$ cat config.mk
export PLATFORM = sky130hd
export DESIGN_NAME = spi_slave_frontend
export DESIGN_NICKNAME = d
export VERILOG_FILES = /design/src/rtl/spi_fe_pkg.sv /design/src/rtl/spi_fe_sync.sv /design/src/rtl/spi_fe_hold.sv /design/src/rtl/spi_fe_shift.sv /design/src/rtl/spi_slave_frontend.sv
export SDC_FILE = /design/constraint.sdc
export NUM_CORES = 1
export LEC_CHECK = 0
export BUFFER_PORTS_ARGS = -buffer_cell sky130_fd_sc_hd__clkbuf_2
export CAP_MARGIN = 20
export CORE_AREA = 10 10 87 89
export CTS_BUF_LIST = sky130_fd_sc_hd__clkbuf_16
export DETAILED_ROUTE_END_ITERATION = 7
export DIE_AREA = 0 0 97 99
export PLACE_DENSITY_LB_ADDON = 0.08
export SLEW_MARGIN = 20
export SYNTH_ARGS = -nofsm -noshare
export SYNTH_HDL_FRONTEND = slang
export SYNTH_SLANG_ARGS = --single-unit
$ cat constraint.sdc
create_clock -name clk -period 4.1 [get_ports clk]
set_clock_uncertainty 0.15 [all_clocks]
set_input_delay 1.025 -clock clk [delete_from_list [all_inputs] [get_ports clk]]
set_output_delay 1.025 -clock clk [all_outputs]
set_load 0.01 [all_outputs]
$ cat src/rtl/spi_fe_pkg.sv
// Shared types for the serial front end: synchronized pin levels and
// detected edges. Assumes the four serial pins are sampled together.
package spi_fe_pkg;
    typedef struct packed {
        logic cs_n;
        logic sck;
        logic mosi;
        logic hold_n;
    } pins_t;

    typedef struct packed {
        logic sck_rise;
        logic sck_fall;
        logic cs_fall;
        logic cs_rise;
    } edges_t;

    // Idle pin state: deselected, clock low, no pause.
    localparam pins_t PINS_IDLE = '{cs_n: 1'b1, sck: 1'b0, mosi: 1'b0, hold_n: 1'b1};
endpackage

$ cat src/rtl/spi_fe_sync.sv
// Brings the asynchronous serial pins into the system clock domain through
// a STAGES-deep flop chain and derives single-cycle edge flags.
// Assumes the serial clock half period exceeds STAGES + 2 system clocks.
module spi_fe_sync
    import spi_fe_pkg::*;
#(
    parameter int STAGES = 2
) (
    input  logic   clk,
    input  logic   rst_n,
    input  pins_t  raw,
    output pins_t  lvl,
    output edges_t edg
);
    pins_t chain [STAGES];
    pins_t prev;

    for (genvar g = 0; g < STAGES; g++) begin : g_stage
        if (g == 0) begin : g_first
            // First stage samples the pins directly.
            always_ff @(posedge clk) begin
                if (!rst_n) chain[g] <= PINS_IDLE;
                else        chain[g] <= raw;
            end
        end else begin : g_next
            // Later stages settle metastability.
            always_ff @(posedge clk) begin
                if (!rst_n) chain[g] <= PINS_IDLE;
                else        chain[g] <= chain[g-1];
            end
        end
    end

    assign lvl = chain[STAGES-1];

    // Previous level, kept for edge detection.
    always_ff @(posedge clk) begin
        if (!rst_n) prev <= PINS_IDLE;
        else        prev <= lvl;
    end

    // Edge flags from the current and previous synchronized levels.
    always_comb begin
        edg.sck_rise = lvl.sck & ~prev.sck;
        edg.sck_fall = ~lvl.sck & prev.sck;
        edg.cs_fall  = ~lvl.cs_n & prev.cs_n;
        edg.cs_rise  = lvl.cs_n & ~prev.cs_n;
    end
endmodule

$ cat src/rtl/spi_fe_hold.sv
// Tracks the paused state. The state changes only while the serial clock is
// low, and a deselect clears it. Assumes synchronized inputs.
module spi_fe_hold (
    input  logic clk,
    input  logic rst_n,
    input  logic cs_n,
    input  logic sck,
    input  logic hold_n,
    output logic held
);
    // Follow the pause pin only at serial clock low; standby when deselected.
    always_ff @(posedge clk) begin
        if (!rst_n)    held <= 1'b0;
        else if (cs_n) held <= 1'b0;
        else if (!sck) held <= ~hold_n;
    end

    a_r7_entry_at_sck_low: assert property (@(posedge clk) disable iff (!rst_n)
        $rose(held) |-> $past(!sck && !cs_n));

    a_r9_exit_at_sck_low: assert property (@(posedge clk) disable iff (!rst_n)
        $fell(held) |-> $past(!sck || cs_n));
endmodule

$ cat src/rtl/spi_fe_shift.sv
// Byte engine: shifts receive bits in on rising serial clock edges and the
// response out after falling edges. Tracks bit and byte positions and flags
// a byte cut off by deselect. Assumes edge flags are one cycle wide.
module spi_fe_shift
    import spi_fe_pkg::*;
#(
    parameter int DATA_W = 8,
    parameter int IDX_W  = 8
) (
    input  logic              clk,
    input  logic              rst_n,
    input  edges_t            edg,
    input  logic              cs_n,
    input  logic              mosi,
    input  logic              held,
    input  logic [DATA_W-1:0] tx_byte,
    output logic [DATA_W-1:0] rx_byte,
    output logic              rx_valid,
    output logic [IDX_W-1:0]  rx_index,
    output logic              rx_abort,
    output logic              miso
);
    localparam int CNT_W = (DATA_W > 2) ? $clog2(DATA_W) : 1;
    localparam logic [CNT_W-1:0] LAST_BIT = CNT_W'(DATA_W - 1);

    logic [CNT_W-1:0]  bit_cnt;
    logic [IDX_W-1:0]  byte_cnt;
    logic [DATA_W-1:0] rx_sh;
    logic [DATA_W-1:0] tx_sh;
    logic              reload_pend;
    logic              active;

    assign active = ~cs_n & ~held;
    assign miso   = tx_sh[DATA_W-1];

    // Bit capture, byte hand-off, response shifting and abort detection.
    always_ff @(posedge clk) begin
        if (!rst_n) begin
            bit_cnt     <= '0;
            byte_cnt    <= '0;
            rx_sh       <= '0;
            tx_sh       <= '0;
            rx_byte     <= '0;
            rx_index    <= '0;
            rx_valid    <= 1'b0;
            rx_abort    <= 1'b0;
            reload_pend <= 1'b0;
        end else begin
            rx_valid <= 1'b0;
            rx_abort <= 1'b0;
            if (edg.cs_fall) begin
                bit_cnt     <= '0;
                byte_cnt    <= '0;
                tx_sh       <= tx_byte;
                reload_pend <= 1'b0;
            end else if (edg.cs_rise) begin
                rx_abort    <= (bit_cnt != '0);
                bit_cnt     <= '0;
                reload_pend <= 1'b0;
            end else if (active && edg.sck_rise) begin
                rx_sh <= {rx_sh[DATA_W-2:0], mosi};
                if (bit_cnt == LAST_BIT) begin
                    rx_byte     <= {rx_sh[DATA_W-2:0], mosi};
                    rx_valid    <= 1'b1;
                    rx_index    <= byte_cnt;
                    byte_cnt    <= byte_cnt + 1'b1;
                    bit_cnt     <= '0;
                    reload_pend <= 1'b1;
                end else begin
                    bit_cnt <= bit_cnt + 1'b1;
                end
            end else if (active && edg.sck_fall) begin
                if (reload_pend) begin
                    tx_sh       <= tx_byte;
                    reload_pend <= 1'b0;
                end else if (bit_cnt != '0) begin
                    tx_sh <= {tx_sh[DATA_W-2:0], 1'b0};
                end
            end
        end
    end

    a_r2_single_strobe: assert property (@(posedge clk) disable iff (!rst_n)
        rx_valid |=> !rx_valid);

    a_r6_abort_not_byte: assert property (@(posedge clk) disable iff (!rst_n)
        rx_abort |-> !rx_valid);

    a_r8_pause_freezes: assert property (@(posedge clk) disable iff (!rst_n)
        (held && !edg.cs_rise) |=> ($stable(bit_cnt) && $stable(tx_sh)));
endmodule

$ cat src/rtl/spi_slave_frontend.sv
// Top of the serial front end: synchronizer, pause tracker and byte engine.
// Assumes the system clock runs well above the serial clock.
module spi_slave_frontend
    import spi_fe_pkg::*;
#(
    parameter int DATA_W      = 8,
    parameter int IDX_W       = 8,
    parameter int SYNC_STAGES = 2
) (
    input  logic              clk,
    input  logic              rst_n,
    input  logic              cs_n,
    input  logic              sck,
    input  logic              mosi,
    input  logic              hold_n,
    input  logic [DATA_W-1:0] tx_byte,
    input  logic              tx_drive,
    output logic [DATA_W-1:0] rx_byte,
    output logic              rx_valid,
    output logic [IDX_W-1:0]  rx_index,
    output logic              rx_abort,
    output logic              miso,
    output logic              miso_oe
);
    pins_t  raw_pins;
    pins_t  lvl;
    edges_t edg;
    logic   held;

    assign raw_pins = '{cs_n: cs_n, sck: sck, mosi: mosi, hold_n: hold_n};

    spi_fe_sync #(.STAGES(SYNC_STAGES)) u_sync (
        .clk(clk), .rst_n(rst_n), .raw(raw_pins), .lvl(lvl), .edg(edg)
    );

    spi_fe_hold u_hold (
        .clk(clk), .rst_n(rst_n), .cs_n(lvl.cs_n), .sck(lvl.sck),
        .hold_n(lvl.hold_n), .held(held)
    );

    spi_fe_shift #(.DATA_W(DATA_W), .IDX_W(IDX_W)) u_shift (
        .clk(clk), .rst_n(rst_n), .edg(edg), .cs_n(lvl.cs_n), .mosi(lvl.mosi),
        .held(held), .tx_byte(tx_byte), .rx_byte(rx_byte), .rx_valid(rx_valid),
        .rx_index(rx_index), .rx_abort(rx_abort), .miso(miso)
    );

    // Drive the pad only when selected, not paused, and requested.
    assign miso_oe = ~lvl.cs_n & ~held & tx_drive;

    a_r5_miso_moves_on_fall: assert property (@(posedge clk) disable iff (!rst_n)
        (!edg.sck_fall && !edg.cs_fall) |=> $stable(miso));
endmodule

==> metrics.md <==
| Metric | Value |
|---|---|
| Min-delay src | u_sync.chain[0][3] |
| Largest area contributor in the netlist | dfxtp_1 |
| Root buffer cell | clkbuf_16 |
| Simple logic cell fraction of the synthesized area | 21.7% |
| Yosys cell types | 36 |
| Resized Gates After CTS | 0 |
| Top Layer Used | met4 |
| Final setup fails | 0 |
| Clock slew at the register clock pins of the worst setup and hold paths | 0.07 ns |
| Vias per Instance | 5.09 |
| Die Y-Extent | 99 µm |
| Most frequent cells after synthesis | dfxtp_1, nand2_1, mux2i_1 |
| First-pass GRT wire length | 8240 µm |
| # IOs | 35 |
| Port bufs | 34 |
| TritonCTS clock tree | built |
| CTS Sinks | 56 |
| Mapped Area | 2450 µm² |
| Fmax | 384 MHz |
| Crit path DAT | 1.43 ns |
| H-tree Lvls | 2 |
| Synth Area in Adders | 3.58% |
| Compound-Gate Fraction of Synth Area | 12.6% |
| Tmin final | 2.61 ns |
| Most common cell in the netlist | dfxtp_1 |
| Cells after synthesis | 268 |
| Period utilization | 63.5% |
| Gr usage total | 10.0% |
| Routed WL | 4940 µm |
| Met2 routed wirelength | 2070 µm |
| DRT Pass-1 Iters | 4 |
| ANT cells | 0 |
| Worst Tran Pin Value | 0.965 ns |
| Initial antenna violation count | 0 |
| Cts bufs inserted | 5 |
| Fillcell total | 565 |
| Post-CTS Setup Repair Bufs | 0 |
| Hold Violations, Final | 0 |
| Post-route cell area | 2790 µm² |
| Die X | 97 µm |
| Unrepaired setup endpoints after global routing | no |
| R2r setup slk | 1.56 ns |
| Post-synthesis xor/xnor area fraction | 0% |
| Share of cells above drive strength 1 | 15.8% |
| Initial Util | 41.9% |
| Area contributors post-synth | dfxtp_1, mux2i_1, nand2_1 |
| Fraction of synthesized area in multiplexers | 10.6% |
| DP Area | 2620 µm² |
| Max Root-Sink Buffers | 2 |
| Worst IR Drop VDD | 0.000205 V |
| Total negative slack | 0 ns |
| Core box area | 5850 µm² |
| Wire per inst | 13.4 µm |
| Max Transition Viols Final | 0 |
| Max capacitance violation total | 0 |
| Worst r2r src | u_sync.chain[1][3] |
| Routed length on met1 | 2470 µm |
| Leakage | 1.07 nW |
| Post-synth EDFFs | 0 |
| Synthesis-to-layout area growth | 14.1% |
| Worst Setup SP | tx_drive |
| Grt ovf | 0 |
| Clock Latency Late Sink | 0.29 ns |
| Power density cells | 387 nW/µm² |
| Routed vias | 1867 |
| CP Capture Type | output port |
| Remaining antenna violation count | 0 |
| Ys flop type | dfxtp_1 |
| CP startpoint kind | input pin |
| R2r worst-path depth | 3 |
| # hold bufs at CTS | 0 |
| Status | completed |
| Post-synthesis register bit count | 56 |
| Largest family of logic cells by synthesized area | simple AND/OR/NAND/NOR gates |
| Hold depth | 1 |
| Metal3 WL | 314 µm |
| Gp weighted congestion | 0.698 |
| HP Class | flop to flop |
| Mean Syn Cell Area | 9.14 µm² |
| Critical path class | input pin to output port |
| Crit path max fanout | 1 |
| Share of flip-flops with an asynchronous set or reset | 0% |
| Vias in the first global route | 1710 |
| Post-Syn Nets | 290 |
| Max-slew headroom | 35.6% |
| Largest net degree at the start of global routing | 34 |
| HPWL Detailed | 3360 µm |
| NumNets Final | 313 |
| Yosys warnings | 0 |
| WP data required | 2.92 ns |
| # DRC | 0 |
| Top cell type's share of synthesized area | 45.8% |
| Starting DRC count in detailed routing | 71 |
| Die area | 9600 µm² |
| Register area share after synthesis | 45.8% |
| Rows | 28 |
registers in the layout (all words and copies together) (netlist names):
signal,flops
u_shift.reload_pend,1
u_shift.rx_byte,8
u_shift.rx_valid,1
u_hold.held,1
u_shift.tx_sh,8
u_sync.prev,2
u_shift.byte_cnt,8
u_shift.bit_cnt,3
u_sync.chain,8
u_shift.rx_abort,1
u_shift.rx_index,8
u_shift.rx_sh,7
critical path, cell delays in order:
cell	delay [ns]
clkbuf_2	0.07
nor3b_1	0.17
clkbuf_2	0.17
cells in the final DEF, fill, tap and decap left out, types with 8 or more instances in the layout:
cell type   n
dfxtp_1    56
inv_1      11
o21a_1      9
o21ai_0    19
mux2i_1    26
nand3_1     8
nand2_1    43
a21oi_1    13
clkbuf_2   34
nor3b_1     8
per-stage QoR:
step	utilization [%]	hold WS [ns]	worst slack, ns	total power [W]	std cells
after floorplan	-	0.236	1.59	0.000590	268
after global placement	44.8	0.240	1.49	0.000602	359
after detailed placement	44.8	0.244	1.48	0.000602	359
after CTS	47.7	0.260	1.48	0.00110	367
after global routing	47.7	0.296	1.36	0.00112	367
final	47.7	0.259	1.49	0.00108	367
final timing paths:
check                                            to
worst max-delay path                        miso_oe
worst min-delay path             u_sync.chain[1][3]
worst max register to register  u_shift.rx_index[0]
worst min register to register   u_sync.chain[1][3]
metal layers:
layer  vias to the layer above  GRT usage [%]
met5                         -              0
met4                         0           4.77
met3                         7           3.49
met2                        36           15.3
met1                       852           12.3
li1                        972              -
cells by family (layout without fill, tap and decap cells):
family / after synthesis / after routing
AND/OR/NAND/NOR: 98 / 98
flip-flops: 56 / 56
AO/OA/AOI/OAI: 51 / 51
buffers and inverters: 30 / 54
multiplexers: 26 / 26
adder cells (fa/ha/maj): 7 / 7
final cells by class:
class | count | area [µm²] | area share [%]
multi-input combinational | 182 | 1190 | 42.5
clock inverter | 3 | 46.3 | 1.66
clock buffer | 5 | 125 | 4.48
tap | 75 | 93.8 | 3.36
sequential | 56 | 1120 | 40.1
inverter | 11 | 41.3 | 1.48
timing repair buffer | 35 | 178 | 6.36
report_power, final:
part	internal [W]	leakage, nW	switching, W
Clock	0.000291	0.0804	0.000202
Combinational	0.0000140	0.541	0.0000237
Sequential	0.000548	0.453	0.00000300
Power figures use the tool's default switching activity.
